[config.mk]
export PLATFORM = sky130hd
export DESIGN_NAME = spi9_display_tx
export DESIGN_NICKNAME = d
export VERILOG_FILES = /design/src/rtl/spi9_pkg.sv /design/src/rtl/spi9_sck_gen.sv /design/src/rtl/spi9_group_buf.sv /design/src/rtl/spi9_display_tx.sv
export SDC_FILE = /design/constraint.sdc
export NUM_CORES = 1
export LEC_CHECK = 0
export BUFFER_PORTS_ARGS = -buffer_cell sky130_fd_sc_hd__buf_4
export CELL_PAD_IN_SITES_DETAIL_PLACEMENT = 0
export CELL_PAD_IN_SITES_GLOBAL_PLACEMENT = 1
export CORE_ASPECT_RATIO = 2
export CORE_MARGIN = 5
export CORE_UTILIZATION = 45
export CTS_CLUSTER_DIAMETER = 40
export DETAILED_ROUTE_END_ITERATION = 12
export GPL_TIMING_DRIVEN = 0
export PLACE_DENSITY = 0.78
export RECOVER_POWER = 50
export SYNTH_ARGS = -nofsm -noshare
export SYNTH_HDL_FRONTEND = slang
export SYNTH_SLANG_ARGS = --single-unit
[constraint.sdc]
create_clock -name clk -period 5.35 [get_ports clk]
set_clock_uncertainty 0.15 [all_clocks]
set_input_delay 0.535 -clock clk [delete_from_list [all_inputs] [get_ports clk]]
set_output_delay 0.535 -clock clk [all_outputs]
set_load 0.05 [all_outputs]
[src/rtl/spi9_pkg.sv]
package spi9_pkg;
   typedef enum logic [1:0] {
      ST_IDLE  = 2'd0,
      ST_SHIFT = 2'd1,
      ST_TAIL  = 2'd2
   } spi9_state_e;
endpackage

[src/rtl/spi9_sck_gen.sv]
module spi9_sck_gen #(
   parameter int HALF_DIV = 4
) (
   input  logic clk,
   input  logic rst_n,
   input  logic run,
   output logic sck,
   output logic fall
);
   localparam int DW = (HALF_DIV > 1) ? $clog2(HALF_DIV) : 1;

   if (HALF_DIV < 1) begin : g_bad_div
      $error("HALF_DIV must be at least 1");
   end

   logic [DW-1:0] div;
   logic          hit;

   assign hit  = (div == DW'(HALF_DIV - 1));
   assign fall = run && hit && sck;

   always_ff @(posedge clk or negedge rst_n) begin
      if (!rst_n) begin
         div <= '0;
         sck <= 1'b0;
      end else if (!run) begin
         div <= '0;
         sck <= 1'b0;
      end else if (hit) begin
         div <= '0;
         sck <= ~sck;
      end else begin
         div <= div + 1'b1;
      end
   end

   // the divider never passes its half-period limit
   p_div_range_r7: assert property (@(posedge clk) disable iff (!rst_n)
      div <= DW'(HALF_DIV - 1));

   // the clock stays low while the shifter is stopped
   p_stop_low_r7: assert property (@(posedge clk) disable iff (!rst_n)
      !$past(run) && !run |-> !sck);
endmodule

[src/rtl/spi9_group_buf.sv]
module spi9_group_buf #(
   parameter int WORD_W      = 9,
   parameter int GROUP_WORDS = 8
) (
   input  logic                           clk,
   input  logic                           rst_n,
   input  logic                           load,
   input  logic                           first,
   input  logic [$clog2(GROUP_WORDS)-1:0] slot,
   input  logic [WORD_W-1:0]              word,
   input  logic                           shift,
   output logic                           msb
);
   localparam int GROUP_W = WORD_W * GROUP_WORDS;
   localparam int SW      = $clog2(GROUP_WORDS);

   if (GROUP_WORDS < 2) begin : g_bad_words
      $error("GROUP_WORDS must be at least 2");
   end

   logic [GROUP_W-1:0]     sr, sr_n;
   logic [GROUP_WORDS-1:0] slot_we;

   for (genvar g = 0; g < GROUP_WORDS; g++) begin : g_slot
      assign slot_we[g] = load && (slot == SW'(g));
   end

   always_comb begin
      sr_n = sr;
      if (shift) sr_n = {sr[GROUP_W-2:0], 1'b0};
      if (load && first) sr_n = '0;
      for (int g = 0; g < GROUP_WORDS; g++) begin
         if (slot_we[g]) sr_n[GROUP_W-1-g*WORD_W -: WORD_W] = word;
      end
   end

   always_ff @(posedge clk or negedge rst_n) begin
      if (!rst_n) sr <= '0;
      else        sr <= sr_n;
   end

   assign msb = sr[GROUP_W-1];

   // at most one slot is written per accepted word
   p_slot_onehot_r4: assert property (@(posedge clk) disable iff (!rst_n)
      $onehot0(slot_we));

   // no word is accepted while bits are leaving the register
   p_no_load_in_shift_r9: assert property (@(posedge clk) disable iff (!rst_n)
      !(load && shift));
endmodule

[src/rtl/spi9_display_tx.sv]
module spi9_display_tx #(
   parameter int BYTE_W      = 8,
   parameter int GROUP_WORDS = 8,
   parameter int HALF_DIV    = 4
) (
   input  logic              clk,
   input  logic              rst_n,
   input  logic              emu_mode,
   input  logic              in_valid,
   output logic              in_ready,
   input  logic              in_dc,
   input  logic [BYTE_W-1:0] in_byte,
   input  logic              in_last,
   output logic              spi_sck,
   output logic              spi_mosi,
   output logic              spi_cs_n
);
   import spi9_pkg::*;

   localparam int WORD_W  = BYTE_W + 1;
   localparam int GROUP_W = WORD_W * GROUP_WORDS;
   localparam int SW      = $clog2(GROUP_WORDS);
   localparam int BCW     = $clog2(GROUP_W + 1);
   localparam int TW      = $clog2(2 * HALF_DIV + 1);

   if (GROUP_W % BYTE_W != 0) begin : g_bad_group
      $error("group length must be a whole number of bytes");
   end

   spi9_state_e   state;
   logic [SW-1:0] slot;
   logic          mode_q, last_q;
   logic [BCW-1:0] bit_cnt, nbits;
   logic [TW-1:0] tail_cnt;
   logic          accept, emu_eff, start, fall, done, msb;

   assign in_ready = (state == ST_IDLE);
   assign accept   = in_valid && in_ready;
   assign emu_eff  = (slot == '0) ? emu_mode : mode_q;
   assign start    = accept && (!emu_eff || in_last || slot == SW'(GROUP_WORDS - 1));
   assign nbits    = mode_q ? BCW'(GROUP_W) : BCW'(WORD_W);
   assign done     = fall && (bit_cnt == nbits - 1'b1);

   spi9_sck_gen #(.HALF_DIV(HALF_DIV)) u_sck (
      .clk  (clk),
      .rst_n(rst_n),
      .run  (state == ST_SHIFT),
      .sck  (spi_sck),
      .fall (fall)
   );

   spi9_group_buf #(.WORD_W(WORD_W), .GROUP_WORDS(GROUP_WORDS)) u_buf (
      .clk  (clk),
      .rst_n(rst_n),
      .load (accept),
      .first(slot == '0),
      .slot (slot),
      .word ({in_dc, in_byte}),
      .shift(fall),
      .msb  (msb)
   );

   assign spi_mosi = (state == ST_SHIFT) ? msb : 1'b0;

   always_ff @(posedge clk or negedge rst_n) begin
      if (!rst_n) begin
         state    <= ST_IDLE;
         slot     <= '0;
         mode_q   <= 1'b0;
         last_q   <= 1'b0;
         bit_cnt  <= '0;
         tail_cnt <= '0;
         spi_cs_n <= 1'b1;
      end else begin
         case (state)
            ST_IDLE: if (accept) begin
               spi_cs_n <= 1'b0;
               mode_q   <= emu_eff;
               if (start) begin
                  state   <= ST_SHIFT;
                  slot    <= '0;
                  bit_cnt <= '0;
                  last_q  <= in_last;
               end else begin
                  slot <= slot + 1'b1;
               end
            end
            ST_SHIFT: if (fall) begin
               bit_cnt <= bit_cnt + 1'b1;
               if (done) begin
                  state    <= last_q ? ST_TAIL : ST_IDLE;
                  tail_cnt <= '0;
               end
            end
            ST_TAIL: begin
               tail_cnt <= tail_cnt + 1'b1;
               if (tail_cnt == TW'(2 * HALF_DIV - 1)) begin
                  spi_cs_n <= 1'b1;
                  state    <= ST_IDLE;
               end
            end
            default: state <= ST_IDLE;
         endcase
      end
   end

   // no clock pulses while chip-select is inactive
   p_sck_idle_r6: assert property (@(posedge clk) disable iff (!rst_n)
      spi_cs_n |-> !spi_sck);

   // data holds across the high phase of the clock
   p_mosi_hold_r6: assert property (@(posedge clk) disable iff (!rst_n)
      (spi_sck && $past(spi_sck)) |-> $stable(spi_mosi));

   // no byte is taken while the clock is running
   p_busy_not_ready_r9: assert property (@(posedge clk) disable iff (!rst_n)
      spi_sck |-> !in_ready);

   // chip-select rises only with the clock low and input open again
   p_release_r8: assert property (@(posedge clk) disable iff (!rst_n)
      $rose(spi_cs_n) |-> (in_ready && !spi_sck));

   // chip-select is held low for every shifted bit
   p_cs_in_shift_r8: assert property (@(posedge clk) disable iff (!rst_n)
      (state == ST_SHIFT) |-> !spi_cs_n);
endmodule

== Yosys cells after proc, flatten, opt, wreduce, memory -nomap -nowiden ==
Cells that the tools add are included.
Widths: inputs -> output; s select.

* Add/sub/neg operators: 5
* Eq/ne operators: 18
* Mux-type cells: 35
* Bitwise operators: 1
* Reduce and logical (&&, ||, !) cells: 35

{| class="wikitable"
|+ Operators by type and width
! operator !! number
|-
| $mux 72 || 2
|-
| $mux 9 || 8
|-
| $mux 7 || 4
|-
| $reduce_bool 3->1 || 7
|-
| $mux 2 || 8
|-
| $pmux 7 s2 || 1
|-
| $logic_and 1x1->1 || 13
|-
| $eq 3x3->1 const B || 4
|-
| $reduce_and 3->1 || 3
|-
| $mux 4 || 2
|-
| $ne 2x2->1 const B || 4
|-
| $pmux 4 s2 || 1
|-
| $reduce_bool 2->1 || 4
|-
| $add 7x1->7 const B || 1
|-
| $eq 7x7->1 || 1
|-
| $sub 7x1->7 const B || 1
|-
| $eq 3x2->1 const B || 2
|-
| $mux 1 || 6
|-
| $pmux 2 s3 || 1
|-
| $reduce_and 5->1 || 1
|-
| $add 4x1->4 const B || 1
|-
| $eq 2x2->1 const B || 2
|-
| $eq 4x3->1 const B || 1
|-
| $ne 2x1->1 const B || 2
|-
| 13 further kinds || 14
|}

* Register bits after elaboration: 94
* Input port bits: 14
* Logic and storage cells: 111

== Longest topological paths before layout ==
* Word-level depth: 9
* Gate-level depth with buffers: 7
* Mapped depth without buffers: 6

== Modules after synthesis ==
From an unflattened synthesis, not the netlist that was laid out.

* Cell total of the unflattened synthesis: 452
* Area total of the unflattened synthesis: 4,932.2 um^2

{| class="wikitable"
|+ Modules (own cells, without submodules)
! module !! times used !! cells each !! area each (um^2) !! seq. area each (um^2)
|-
| spi9_group_buf || 1 || 337 || 3,756.1 || 1,801.7
|-
| spi9_display_tx || 1 || 106 || 1,052.3 || 476.7
|-
| spi9_sck_gen || 1 || 9 || 123.9 || 75.1
|}

== Worst setup path after synthesis ==
OpenSTA, ideal clock, no wires.

* Kind: reg2out
* From: reg state[0]
* To: out in_ready
* Arrival time: 1.222 ns
* Required time: 4.665 ns
* Slack: 3.443 ns
* Stages on the path, launching flop included: 3
* Path buffers: 1
* Path through: dfrtp_1 -> buf_2 -> nor2_1

* Cells in the longest elaborated chain, start to end: 1

{| class="wikitable"
|+ Ends and longest elaborated chain
! what !! line !! text
|-
| start: declaration || spi9_display_tx.sv:30 || <nowiki>spi9_state_e state;</nowiki>
|-
| start signal: assignment || spi9_display_tx.sv:91 || <nowiki>state <= last_q ? ST_TAIL : ST_IDLE;</nowiki>
|-
| $logic_not 2->1 || spi9_display_tx.sv:37 || <nowiki>assign in_ready = (state == ST_IDLE);</nowiki>
|-
| end: declaration || spi9_display_tx.sv:10 || <nowiki>output logic in_ready,</nowiki>
|}

No other way between the ends.

==> metrics <==
status finished with violations; violated checks capacitance limit, slew limit; Die Span Y 152.1 um; drt first-iter violations 262; fin crit share 0.4617; slew margin rel. -0.5961; GRT Residual Overflow 0; row cnt 52; Hold Fails Final Rpt 0; Post-Syn Nets 518; core area around 10,000 um2; shortest period the worst path allows 2.470 ns; post-CTS setup buffers 0; Final Wtd Congestion 0.8279; cell area after synthesis between 4000 and 5000 um2; critical path class in -> async; CP arrival 2.28 ns; peak fanout along the critical path between 90 and 100; CTS tree done; VDD IR max around 0.00023 V; cells along the critical path clkbuf_2; antenna viol nets, final 0; setup ws final 2.880 ns; Worst-path clk slew 0.07 ns; antenna cell count 0; Synth area leader dfrtp_1; Worst EP required 5.16 ns; critical path depth 1; hold_buf cts 0; Syn Inst Count 495; H-tree Lvls 3; Crit path largest cell delay 1.61 ns; worst-margin pin slew 2.394 ns; Slew Viols, Final 95; FILL cells 996; Post-Route WL ~12,000 um; full die area 12,330 um2; vias in the first global route 4,006; clock buffer depth 2; clk root buf clkbuf_16; Hold Slack about 0.24 ns; setup TNS 0 ns; CP Capture Type asynchronous set/reset pin; synth top area cells dfrtp_1, nand2_1, nor2_1, nand3_1, a2bb2oi_1; clk sinks 94; area grow syn2layout 11.32%; synth warn 0; placed cells 639; register area share after synthesis 0.5179; largest net degree at the start of global routing 95; post-detail-place hpwl approximately 8600 um; routed vias 3,748; Boundary Pins 18; Worst Path Buf+Inv 1; Finished Layout Cells 655; post-synth cell types 41; Post-Place Worst Slack 2.945 ns; pwr/cell area 531.1 nW/um2; via-per-instance ratio 5.722; Post-route DRC 0; Final nets 538; FF+latch count, synth 94; Die Wd between 80 and 90 um; Critical Path Slowest Stage Cell clkbuf_2; Synth top area share 0.5121; fmax slightly above 0.4 GHz; startpoint types input port; Starting Density 0.4535; RSZ-0062 raised after global routing no; IO buf count 9; Mapped Avg Cell Area 9.181 um2; ys async rst share 1.000; hold depth 3; total CTS buffers 9; worst skew pair latency 0.35 ns; drt first pass iters 5; Hold Crit Class in -> reg; Synth Flop Type dfrtp_1; aggregate global-route resource usage 0.2101; initial antenna violation count 0; # setup viols final 0; number of synthesized flops with an enable pin 0; layout cells sized above 1 0.09231; DR WL/cell 18.35 um; cell family with most CP delay buffers and inverters; first-pass GRT wire length 20,000 um; Max Cap Violations 1; Total Power 2.687 mW; worst r2r path cells 6; leak pwr 2.410 nW; post_cts resized 0
==> sequential cells by signal, summed over array words and instances, names as in the netlist <==
register / count
tail_cnt: 4
state: 2
u_sck.sck: 1
mode_q: 1
u_buf.sr: 72
u_sck.div: 2
last_q: 1
spi_cs_n: 1
bit_cnt: 7
slot: 3
==> worst paths after layout <==
kind                               from           end  slack [ns]
max reg2reg                    state[0]  u_buf.sr[23]        3.12
max in group clk               state[0]      spi_mosi        2.93
min in group asynchronous         rst_n  u_sck.div[1]        0.71
min                            emu_mode        mode_q        0.24
min reg2reg                u_sck.div[0]  u_sck.div[0]        0.29
max                               rst_n       slot[1]        2.88
==> synthesized netlist by cell type (2+ instances only) <==
cell type and count:
a21oi_1 25, a222oi_1 9, a22oi_1 12, a2bb2oi_1 21, a31oi_1 24, and2_1 2, and3_1 3, buf_1 2
buf_2 16, clkbuf_1 24, dfrtp_1 93, ha_1 9, inv_1 14, nand2_1 87, nand2b_1 4, nand3_1 41
nand3b_1 3, nand4_1 5, nor2_1 57, nor2b_1 3, nor3_1 4, o21ai_0 7, o221ai_1 3, o22ai_1 2
or3b_2 2, xnor2_1 4, xor2_1 5
==> report_power, final <==
part | switching, mW | leakage [nW] | total [mW] | internal [mW]
registers | 0.184 | 1.23 | 1.17 | 0.984
logic | 0.535 | 1.04 | 0.904 | 0.369
clock network | 0.293 | 0.137 | 0.614 | 0.321
==> cells in the final DEF (no fill, tap or decap), drive strengths merged, types with 4 or more instances in the layout <==
master   instances
ha               9
nand4            5
o21ai            7
nor2            57
nand2b           4
a222oi           9
xor2             5
xnor2            4
inv             17
nand2           87
clkbuf          35
a31oi           24
a21oi           26
a2bb2oi         21
buf             25
a22oi           12
nand3           41
nor3             4
dfrtp           93
==> kinds of logic after synthesis <==
kind of cell	synth area share
AND/OR/NAND/NOR	0.2175
AO/OA/AOI/OAI	0.1696
flip-flops	0.5179
buffers and inverters	0.05066
XOR/XNOR	0.01734
adder cells (fa/ha/maj)	0.02478
multiplexers	0.002203
==> layout make-up <==
| cell class | count | area [um2] | area share |
|---|---|---|---|
| flip-flops and latches | 94 | 2354 | 0.4652 |
| clock buffers | 9 | 225.2 | 0.04452 |
| inverters | 14 | 52.55 | 0.01039 |
| repair buffers | 9 | 65.06 | 0.01286 |
| multi-input cells | 345 | 1961 | 0.3876 |
| well taps | 135 | 168.9 | 0.03339 |
| clock inverters | 7 | 56.30 | 0.01113 |
| plain buffers | 42 | 176.4 | 0.03488 |
==> per-layer routing <==
layer	part of all wire	track usage	vias to the layer above
met4	0.038	0.1015	0
li1	-	-	1773
met5	0	0	-
met1	0.37	0.2385	1869
met3	0.034	0.03673	25
met2	0.55	0.3680	81
==> through the flow <==
stage                 util  area [um2]
floorplan                -        4544
global placement    0.4771        4781
detailed placement  0.4771        4781
CTS                 0.5052        5062
global route        0.5049        5059
finish              0.5049        5059
No activity file was read; power rests on OpenSTA's default activity.
